===== src/rtl/pirq_pkg.sv =====
package pirq_pkg;

  // number of configuration bytes that carry routing fields
  localparam int ROUTE_REGS = 2;

  // decoded write strobes passed from control to datapath
  typedef struct packed {
    logic [ROUTE_REGS-1:0] loadReg;  // load routing byte n
    logic                  swLoad;   // write to the software-request byte
    logic                  swFire;   // software request asked for
    logic                  swSelHi;  // select bit carried with the write
  } pirqStrobe_t;

endpackage


===== src/rtl/pirq_lane.sv =====
// Decodes one routing field into a one-hot request vector for one pin.
module pirq_lane #(
  parameter int FIELD_W = 4,
  parameter int IRQ_LINES = 16,
  parameter logic [IRQ_LINES-1:0] BLOCK_MASK = 16'h2107
) (
  input  logic [FIELD_W-1:0]   field,
  input  logic                 armed,
  input  logic                 pinActive,
  output logic [IRQ_LINES-1:0] laneVec
);

  always_comb begin
    laneVec = '0;
    if (armed && pinActive && !BLOCK_MASK[field]) begin
      laneVec[field] = 1'b1;
    end
  end

endmodule


===== src/rtl/pirq_ctrl.sv =====
// Decodes configuration writes into strobes for the datapath.
module pirq_ctrl
  import pirq_pkg::*;
#(
  parameter int ADDR_W = 8,
  parameter int DATA_W = 8,
  parameter logic [ADDR_W-1:0] ADDR_ROUTE_LO = 8'h43,
  parameter logic [ADDR_W-1:0] ADDR_ROUTE_HI = 8'h44,
  parameter logic [ADDR_W-1:0] ADDR_SW = 8'h46,
  parameter int FIRE_BIT = 6,
  parameter int SEL_BIT = 7
) (
  input  logic              clk,
  input  logic              rstN,
  input  logic              cfgWrEn,
  input  logic [ADDR_W-1:0] cfgAddr,
  input  logic [DATA_W-1:0] cfgWrData,
  output pirqStrobe_t       strobe
);

  logic hitLo;
  logic hitHi;
  logic hitSw;

  assign hitLo = cfgWrEn && (cfgAddr == ADDR_ROUTE_LO);
  assign hitHi = cfgWrEn && (cfgAddr == ADDR_ROUTE_HI);
  assign hitSw = cfgWrEn && (cfgAddr == ADDR_SW);

  always_comb begin
    strobe = '0;
    strobe.loadReg[0] = hitLo;
    strobe.loadReg[ROUTE_REGS-1] = hitHi;
    strobe.swLoad = hitSw;
    strobe.swFire = hitSw && cfgWrData[FIRE_BIT];
    strobe.swSelHi = hitSw && cfgWrData[SEL_BIT];
  end

  AST_FOREIGN_QUIET: assert property (@(posedge clk) disable iff (!rstN)
    (cfgWrEn && cfgAddr != ADDR_ROUTE_LO && cfgAddr != ADDR_ROUTE_HI && cfgAddr != ADDR_SW)
      |-> (strobe == '0));
  AST_SINGLE_TARGET: assert property (@(posedge clk) disable iff (!rstN)
    $onehot0({strobe.loadReg, strobe.swLoad}));
  AST_FIRE_NEEDS_WRITE: assert property (@(posedge clk) disable iff (!rstN)
    (strobe.swFire || strobe.swSelHi) |-> strobe.swLoad);

endmodule


===== src/rtl/pirq_datapath.sv =====
// Holds routing state, merges pin requests and the software pulse.
module pirq_datapath
  import pirq_pkg::*;
#(
  parameter int NUM_PINS = 4,
  parameter int FIELD_W = 4,
  parameter int DATA_W = 8,
  parameter int SW_IRQ_LO = 10,
  parameter int SW_IRQ_HI = 15,
  parameter logic [2**FIELD_W-1:0] RESERVED_MASK = 16'h2106,
  parameter logic [NUM_PINS*FIELD_W-1:0] RESET_ROUTE = 16'hBC9A
) (
  input  logic                   clk,
  input  logic                   rstN,
  input  logic [NUM_PINS-1:0]    pciIntN,
  input  logic [DATA_W-1:0]      wrByte,
  input  pirqStrobe_t            strobe,
  output logic [2**FIELD_W-1:0]  isaIrq,
  output logic                   pmTrigByIrq
);

  localparam int IRQ_LINES = 2**FIELD_W;
  localparam int PINS_PER_REG = DATA_W / FIELD_W;
  // field value zero never connects, on top of the reserved lines
  localparam logic [IRQ_LINES-1:0] BLOCK_MASK = RESERVED_MASK | IRQ_LINES'(1);

  logic [NUM_PINS-1:0][FIELD_W-1:0]   routeField;
  logic [NUM_PINS-1:0]                routeArmed;
  logic [NUM_PINS-1:0][IRQ_LINES-1:0] laneVec;
  logic [IRQ_LINES-1:0]               routedAll;
  logic [IRQ_LINES-1:0]               swVec;

  always_ff @(posedge clk) begin
    if (!rstN) begin
      for (int p = 0; p < NUM_PINS; p++) begin
        routeField[p] <= RESET_ROUTE[p*FIELD_W +: FIELD_W];
        routeArmed[p] <= 1'b0;
      end
    end else begin
      for (int p = 0; p < NUM_PINS; p++) begin
        if (strobe.loadReg[p / PINS_PER_REG]) begin
          routeField[p] <= wrByte[(p % PINS_PER_REG)*FIELD_W +: FIELD_W];
          routeArmed[p] <= 1'b1;
        end
      end
    end
  end

  for (genvar p = 0; p < NUM_PINS; p++) begin : gLane
    pirq_lane #(
      .FIELD_W(FIELD_W),
      .IRQ_LINES(IRQ_LINES),
      .BLOCK_MASK(BLOCK_MASK)
    ) uLane (
      .field(routeField[p]),
      .armed(routeArmed[p]),
      .pinActive(!pciIntN[p]),
      .laneVec(laneVec[p])
    );
  end

  always_comb begin
    routedAll = '0;
    for (int p = 0; p < NUM_PINS; p++) begin
      routedAll = routedAll | laneVec[p];
    end
  end

  always_comb begin
    swVec = '0;
    if (strobe.swFire) begin
      if (strobe.swSelHi) swVec[SW_IRQ_HI] = 1'b1;
      else                swVec[SW_IRQ_LO] = 1'b1;
    end
  end

  always_ff @(posedge clk) begin
    if (!rstN) begin
      isaIrq <= '0;
      pmTrigByIrq <= 1'b0;
    end else begin
      isaIrq <= routedAll | swVec;
      if (strobe.swLoad) pmTrigByIrq <= strobe.swSelHi;
    end
  end

  AST_RESERVED_LOW: assert property (@(posedge clk) disable iff (!rstN)
    ((isaIrq & BLOCK_MASK) == '0));
  AST_SW_LOW_LINE: assert property (@(posedge clk) disable iff (!rstN)
    (strobe.swFire && !strobe.swSelHi) |=> isaIrq[SW_IRQ_LO]);
  AST_SW_HIGH_LINE: assert property (@(posedge clk) disable iff (!rstN)
    (strobe.swFire && strobe.swSelHi) |=> isaIrq[SW_IRQ_HI]);
  AST_PM_LOAD: assert property (@(posedge clk) disable iff (!rstN)
    strobe.swLoad |=> (pmTrigByIrq == $past(strobe.swSelHi)));
  AST_PM_HOLD: assert property (@(posedge clk) disable iff (!rstN)
    !strobe.swLoad |=> $stable(pmTrigByIrq));
  AST_UNARMED_SILENT: assert property (@(posedge clk) disable iff (!rstN)
    (routeArmed == '0 && !strobe.swFire) |=> (isaIrq == '0));

endmodule


===== src/rtl/pci_irq_steer.sv =====
module pci_irq_steer
  import pirq_pkg::*;
#(
  parameter int NUM_PINS = 4,
  parameter int FIELD_W = 4,
  parameter int ADDR_W = 8,
  parameter int DATA_W = 8,
  parameter logic [ADDR_W-1:0] ADDR_ROUTE_LO = 8'h43,
  parameter logic [ADDR_W-1:0] ADDR_ROUTE_HI = 8'h44,
  parameter logic [ADDR_W-1:0] ADDR_SW = 8'h46,
  parameter int SW_IRQ_LO = 10,
  parameter int SW_IRQ_HI = 15
) (
  input  logic                  clk,
  input  logic                  rstN,
  input  logic [NUM_PINS-1:0]   pciIntN,
  input  logic                  cfgWrEn,
  input  logic [ADDR_W-1:0]     cfgAddr,
  input  logic [DATA_W-1:0]     cfgWrData,
  output logic [2**FIELD_W-1:0] isaIrq,
  output logic                  pmTrigByIrq
);

  pirqStrobe_t strobe;

  pirq_ctrl #(
    .ADDR_W(ADDR_W),
    .DATA_W(DATA_W),
    .ADDR_ROUTE_LO(ADDR_ROUTE_LO),
    .ADDR_ROUTE_HI(ADDR_ROUTE_HI),
    .ADDR_SW(ADDR_SW),
    .FIRE_BIT(6),
    .SEL_BIT(7)
  ) uCtrl (
    .clk(clk),
    .rstN(rstN),
    .cfgWrEn(cfgWrEn),
    .cfgAddr(cfgAddr),
    .cfgWrData(cfgWrData),
    .strobe(strobe)
  );

  pirq_datapath #(
    .NUM_PINS(NUM_PINS),
    .FIELD_W(FIELD_W),
    .DATA_W(DATA_W),
    .SW_IRQ_LO(SW_IRQ_LO),
    .SW_IRQ_HI(SW_IRQ_HI),
    .RESERVED_MASK(16'h2106),
    .RESET_ROUTE(16'hBC9A)
  ) uData (
    .clk(clk),
    .rstN(rstN),
    .pciIntN(pciIntN),
    .wrByte(cfgWrData),
    .strobe(strobe),
    .isaIrq(isaIrq),
    .pmTrigByIrq(pmTrigByIrq)
  );

endmodule


===== config.mk =====
export PLATFORM = sky130hd
export DESIGN_NAME = pci_irq_steer
export DESIGN_NICKNAME = d
export VERILOG_FILES = /design/src/rtl/pirq_pkg.sv /design/src/rtl/pirq_lane.sv /design/src/rtl/pirq_ctrl.sv /design/src/rtl/pirq_datapath.sv /design/src/rtl/pci_irq_steer.sv
export SDC_FILE = /design/constraint.sdc
export NUM_CORES = 1
export LEC_CHECK = 0
export BUFFER_PORTS_ARGS = -buffer_cell sky130_fd_sc_hd__buf_2
export CAP_MARGIN = 20
export CORE_ASPECT_RATIO = 0.8
export CORE_MARGIN = 2
export CORE_UTILIZATION = 55
export CTS_CLUSTER_SIZE = 30
export DETAILED_ROUTE_END_ITERATION = 7
export GPL_ROUTABILITY_DRIVEN = 0
export PLACE_DENSITY = 0.86
export SLEW_MARGIN = 5
export SYNTH_ARGS = -nofsm -noshare
export SYNTH_HDL_FRONTEND = slang
export SYNTH_SLANG_ARGS = --single-unit

===== constraint.sdc =====
create_clock -name clk -period 2.4 [get_ports clk]
set_clock_uncertainty 0.15 [all_clocks]
set_input_delay 0 -clock clk [delete_from_list [all_inputs] [get_ports clk]]
set_output_delay 0 -clock clk [all_outputs]
set_load 0.005 [all_outputs]

-- Word-level counts from Yosys, hierarchy flattened
Memory sizes are Yosys's and may differ from the RTL's. A register that Yosys moved wholly into a read port is not among the register bits.
Index checks and enable logic that the tools add are counted.
- register bits after elaboration: 35
- bits in read-only memories: 64
- input port bits: 23
- output and inout port bits: 17
- word-level logic and storage cells: 80
- memories kept: 4
- memories (memory ; words ; width ; read ports ; clocked after Yosys merged registers in ; wr ports ; line ; source):
    (no name shown) ; 16 ; 1 ; 1 ; 1 ; 0 ; pirq_lane.sv:15 ; if (armed && pinActive && !BLOCK_MASK[field]) begin
    (no name shown) ; 16 ; 1 ; 1 ; 1 ; 0 ; pirq_lane.sv:15 ;
    (no name shown) ; 16 ; 1 ; 1 ; 1 ; 0 ; pirq_lane.sv:15 ;
    (no name shown) ; 16 ; 1 ; 1 ; 1 ; 0 ; pirq_lane.sv:15 ;
- order comparisons: 8
- equality and inequality tests: 3
- mux-type cells: 28
- bitwise logic cells: 4
- reduce and logical (&&, ||, !) cells: 25
- operators with widths (kind ; count):
    $mux W16 ; 4
    $or A16 B16 Y16 ; 4
    $mux W4 ; 8
    $eq A8 B7 Y1 const B ; 3
    $lt A4 B5 Y1 const B ; 4
    $logic_and A1 B1 Y1 ; 17
    $demux W1 S4 ; 4
    $ge A4 B1 Y1 const B ; 4
    $mux W1 ; 12
    $logic_not A1 Y1 ; 8

-- Depth between registers and ports, before layout
- word-level depth: 9
- depth in mapped cells: 7
- depth with buffers taken out: 5

-- Modules after synthesis
Synthesis repeated with hierarchy kept, for this count alone.
- cells, all modules: 210
- area total of the unflattened synthesis: 1984.4 um^2
- by module, submodules not included (module ; instances ; cells an instance ; area an instance (um^2) ; sequential area each (um^2)):
    pirq_datapath ; 1 ; 101 ; 1243.7 ; 700.7
    pirq_lane (uData.gLane[0].uLane ...) ; 3 ; 24 ; 166.4 ; 0.0
    pirq_lane (uData.gLane[3].uLane) ; 1 ; 24 ; 137.6 ; 0.0
    pirq_ctrl ; 1 ; 13 ; 103.8 ; 0.0

-- Worst setup path after synthesis
No wires, ideal clock.
- path kind: register to register
- from: reg uData.routeField[3] in the netlist's numbering
- to: reg uData.isaIrq[5]
- library setup time: 0.128 ns
- data arrival time: 1.272 ns
- required time: 2.122 ns
- setup slack: 0.850 ns
- cell stages (with the launch flop): 6
- buffers on the path: 1
- clock period less this slack: 1.550 ns
- cell sequence: dfxtp_1 -> clkbuf_1 -> nand2b_1 -> a2bb2o_1 -> a221oi_1 -> nor2_1
- cells in the longest elaborated chain, start to end: 9
- elaborated cells on any way between the ends: 10
- classes of those cells: order compare: 2; mux: 3; bitwise: 4; reduce/logical: 1
- RTL lines (element ; line ; source):
    start, declared ; pirq_datapath.sv:27 ; logic [NUM_PINS-1:0][FIELD_W-1:0] routeField;
    start signal, assigned by index ; pirq_datapath.sv:36 ; routeField[p] <= RESET_ROUTE[p*FIELD_W +: FIELD_W];
    start signal, assigned by index ; pirq_datapath.sv:42 ; routeField[p] <= wrByte[(p % PINS_PER_REG)*FIELD_W +: FIELD_W];
    $lt A4 B5 Y1 (implied by the code) or $ge A4 B1 Y1 (tied branches) ; pirq_lane.sv:16 ; laneVec[field] = 1'b1;
    $logic_and A1 B1 Y1 (implied by the code) ; pirq_lane.sv:16 ;
    $mux W1 (implied by the code) ; pirq_lane.sv:16 ;
    $demux W1 S4 (*) ; pirq_lane.sv:16 ;
    $mux W16 (*) ; pirq_lane.sv:15 ;
    $or A16 B16 Y16 (*) (3 in a row) ; pirq_datapath.sv:65 ; routedAll = routedAll | laneVec[p];
    $or A16 B16 Y16 (*) ; pirq_datapath.sv:82 ; isaIrq <= routedAll | swVec;
    end signal, assigned ; pirq_datapath.sv:82 ;
    end, declared ; pirq_datapath.sv:18 ; output logic [2**FIELD_W-1:0] isaIrq,
Every way passes the cells marked *; elsewhere a longest branch is shown, timed or not.
A chain may end at the register's enable or synchronous reset.

==> results.md <==
Status:
- The run finished with clean final reports.

Critical path:
- The depth of the worst register-to-register path is 5.
- STA classifies the critical path startpoint as an input port.
- The worst path arrival time is around 1900 ps.
- In this run the critical register-to-register path is launched from uData.routeArmed[2].
- The end of the worst register-to-register path is uData.isaIrq[15].
- The most critical setup path has its startpoint at rstN.
- The endpoint type of the worst setup path is a flip-flop.
- The worst register-to-register path has a setup slack of 640 ps.
- The required time of the critical path is between 2000 and 2500 ps.
- The setup path with the least slack is of type input port to flip-flop.
- The highest fanout seen on the critical path is 20.

Floorplan:
- In this run the vertical extent of the chip is roughly 60 µm.
- The region available for standard cell placement spans 3780 µm².
- The initial utilization of the core area, before any placement, comes to 0.570.
- Row generation in the floorplan step produced 20 rows.
- For this design the top-level I/O count stands at 40.
- The die covers ~4400 µm².
- The horizontal extent of the die is between 70 and 80 µm.

Global routing:
- The aggregate global routing overflow is 0.
- Entering global routing, the biggest net connects 21 pins.
- The first global-routing pass estimated ~9 mm of wire.
- The number of antenna violations at the first check in global routing is 0.
- The via count of the first global-routing pass is ~2000.
- The all-layer global routing usage is 0.271.

Detailed routing:
- The number of routed nets with antenna violations is 0.
- Dividing the detail-routed wire length by the instance count gives about 15 µm.
- The number of vias in the routed layout is around 2200.
- The first routing iteration left 371 violations.
- After detailed routing, the number of remaining DRC violations is 0.
- The number of detailed-routing iterations run before antenna repair is 7.
- The sum of routed wire length over all layers is around 5.4 mm.
- The via count normalized by instance count is roughly 6.0.

Place:
- The wire-length estimate of the detail-placed layout is 3.64 mm.
- After detailed placement, the design holds a cell count of 348.
- Buffers placed on the I/O ports in this run total 39.

Clock tree:
- Clock-pin slew was measured on the worst setup and hold paths at 70 ps.
- The clock passes through at most 2 buffers.
- The root buffer cell is sky130_fd_sc_hd__clkbuf_8.
- The hold-fix buffer count after cts is 12.
- In this run the number of H-tree levels came out at 2.
- In this run the post-CTS setup repair buffer count came out at 0.
- Clock latency on the worst-skew pair, taken at its later pin, is between 200 and 300 ps.
- The post-cts gate resize count is 0.
- TritonCTS built the clock tree.
- The number of buffers created by CTS is 5.
- The tree built by TritonCTS fans out to 39 sinks.

Power and ir drop:
- Of the total power, the clock network draws 0.366.
- The worst supply voltage drop on vdd is ~0.29 mV.
- The power density of the placed cells is ~450 nW/µm².
- Of the total power, the share spent switching nets is 0.224.
- The reported net switching power is 0.000256 W.
- The share of total power dissipated in sequential elements is 0.568.
- The total leakage power is roughly 1.0 nW.
- The share of total power in combinational logic is 0.066.
- Cell internal power was estimated by the tool at a little under 0.0009 W.

Hold path:
- The tightest min-delay check is of the input port to flip-flop type.
- The worst hold path cell count is 3.
- In this run the most critical hold path is launched from cfgAddr[1].

STA:
- Setup repair after global routing left no endpoint under its margin.
- Setup violations remaining at the end of the flow were counted as 0.
- At the pin with the least slew margin, the transition time is 569 ps.
- The final number of max-transition violations came to 0.
- The relative max-transition margin is 0.621.
- The final sum of negative setup slack is 0 ps.
- The tightest hold path in the finished design has a slack of between 40 and 50 ps.
- Of the available clock period, the critical path in the final layout requires 0.763.
- The final-report hold violation count is 0.
- The maximum achievable frequency is around 0.55 GHz.
- The time the worst path needs with I/O delays and setup is roughly 1800 ps.

Logic synthesis:
- The area share of the leading cell type in the synthesized netlist is 0.363.
- Counting flops and latches in the post-synthesis netlist gives 39.
- The mapped netlist covers ~2200 µm².
- For this run, asynchronously set or reset flops after synthesis account for 0.
- The mean instance size in the synthesized netlist is ~8.0 µm².
- The sequential share of the synthesized area is 0.363.
- Synthesis handed over a netlist of ~270 instances.
- The number of warnings printed during yosys synthesis is 0.
- In this run, synthesis inferred 0 flip-flops with an integrated enable.
- In the synthesized netlist the dominant register cell turns out to be sky130_fd_sc_hd__dfxtp_1.
- In the post-synthesis netlist, the biggest area contributors are sky130_fd_sc_hd__dfxtp_1 36%, sky130_fd_sc_hd__mux2i_1 7.9%, sky130_fd_sc_hd__nor2_1 7.0%.
- The net count after synthesis is a little under 300.
- The number of different library cells in the post-synthesis netlist is between 40 and 50.
- The top cell type by total area after synthesis is sky130_fd_sc_hd__dfxtp_1.

Final layout:
- The register area is 781 µm².
- Of the cells placed in the final design, the portion with a size suffix greater than 1 is 0.176.
- The non-filler instance count after layout is ~370.
- 0 antenna diodes ended up in the layout.
- The layout overhead on the synthesized area is 18.4%.
- At the end of the flow, the number of nets in the layout was about 340.
- The final-layout fill cell count is roughly 290.
- The area occupied by multi-input gates is about 1300 µm².
- At the end of the flow the core is filled with cells to 0.675.

Run:
- The number of maximum-capacitance constraint violations is 0.
==> power by group through the flow <==
| stage | Sequential [W] | Clock (W) | Combinational (W) |
|---|---|---|---|
| after CTS | 0.000648 | 0.000425 | 0.0000729 |
| after detailed placement | 0.000663 | 0 | 0.0000618 |
| after floorplan | 0.000663 | 0 | 0.0000307 |
| after global routing | 0.000648 | 0.000449 | 0.0000833 |
| final | 0.000649 | 0.000417 | 0.0000756 |
| after global placement | 0.000663 | 0 | 0.0000612 |
==> cell type report <==
class / count / share of cell area
Sequential cell: 39 / 0.306
Clock inverter: 1 / 0.00196
Multi-Input combinational cell: 208 / 0.497
Clock buffer: 7 / 0.0299
Timing Repair Buffer: 54 / 0.132
Inverter: 4 / 0.00589
Tap cell: 55 / 0.0270
==> cells in the final DEF (no fill, tap or decap), types with 8 or more instances in the layout <==
cell type / n
sky130_fd_sc_hd__o22ai_1: 8
sky130_fd_sc_hd__nor2b_1: 17
sky130_fd_sc_hd__mux2i_1: 17
sky130_fd_sc_hd__buf_2: 39
sky130_fd_sc_hd__nand2_1: 24
sky130_fd_sc_hd__dlygate4sd3_1: 12
sky130_fd_sc_hd__nor2_1: 40
sky130_fd_sc_hd__nand2b_1: 8
sky130_fd_sc_hd__nand3_1: 12
sky130_fd_sc_hd__nor3_1: 18
sky130_fd_sc_hd__a21oi_1: 10
sky130_fd_sc_hd__dfxtp_1: 39
==> routing by layer <==
layer	GRT usage	wire [µm]
met1	0.342	2300
met2	0.421	2330
met4	0.153	230
met3	0.0708	566
met5	0	0
==> cell families (layout without fill, tap and decap cells) <==
group	count (synthesis)	after routing	share of synthesized area
buf+inv	21	66	0.0494
mux	19	19	0.0906
xor+xnor	1	1	0.00407
flops	39	39	0.363
compound gates	42	42	0.133
simple gates	146	146	0.360
==> synth_stat cells (2+ instances only) <==
cell,n
sky130_fd_sc_hd__a31oi_1,3
sky130_fd_sc_hd__and2_1,2
sky130_fd_sc_hd__nor2_1,40
sky130_fd_sc_hd__nand2b_1,8
sky130_fd_sc_hd__buf_2,3
sky130_fd_sc_hd__a221oi_1,4
sky130_fd_sc_hd__a22oi_1,3
sky130_fd_sc_hd__o22ai_1,8
sky130_fd_sc_hd__a21o_1,2
sky130_fd_sc_hd__nor2b_1,17
sky130_fd_sc_hd__nor4_1,3
sky130_fd_sc_hd__clkbuf_1,11
sky130_fd_sc_hd__o21ai_0,5
sky130_fd_sc_hd__nand3b_1,3
sky130_fd_sc_hd__inv_1,4
sky130_fd_sc_hd__nor3_1,18
sky130_fd_sc_hd__nand3_1,12
sky130_fd_sc_hd__dfxtp_1,39
sky130_fd_sc_hd__a222oi_1,2
sky130_fd_sc_hd__and4_1,5
sky130_fd_sc_hd__a21oi_1,10
sky130_fd_sc_hd__nand4_1,2
sky130_fd_sc_hd__nor3b_1,2
sky130_fd_sc_hd__nand2_1,24
sky130_fd_sc_hd__mux2i_1,17
sky130_fd_sc_hd__and3_1,2
==> worst max path at each step <==
stage / cells after the start / end / slack, ps
2_1_floorplan: 5 / uData.isaIrq[5] / 850
3_3_place_gp: 6 / flip-flop / 530
3_5_place_dp: 6 / flip-flop / 480
4_1_cts: 7 / uData.routeField[4] / 630
5_1_grt: 7 / uData.routeField[4] / 450
6_report: 7 / flip-flop / 570
==> metrics by stage <==
step                worst slack [ps]  total power (W)  instance area (µm²)
global placement                 534         0.000725                 2350
global route                     450          0.00118                 2550
detailed placement               478         0.000725                 2350
CTS                              634          0.00115                 2550
floorplan                        850         0.000693                 2150
finish                           569          0.00114                 2550
==> worst max-delay path, cell delays in order <==
cell and delay (ps):
sky130_fd_sc_hd__dlygate4sd3_1 560, sky130_fd_sc_hd__buf_2 250, sky130_fd_sc_hd__inv_1 400, sky130_fd_sc_hd__nor2_1 120, sky130_fd_sc_hd__mux2i_2 250, sky130_fd_sc_hd__xor2_1 200, sky130_fd_sc_hd__o22ai_2 80
Note: power is estimated with default switching activity, not from simulation.
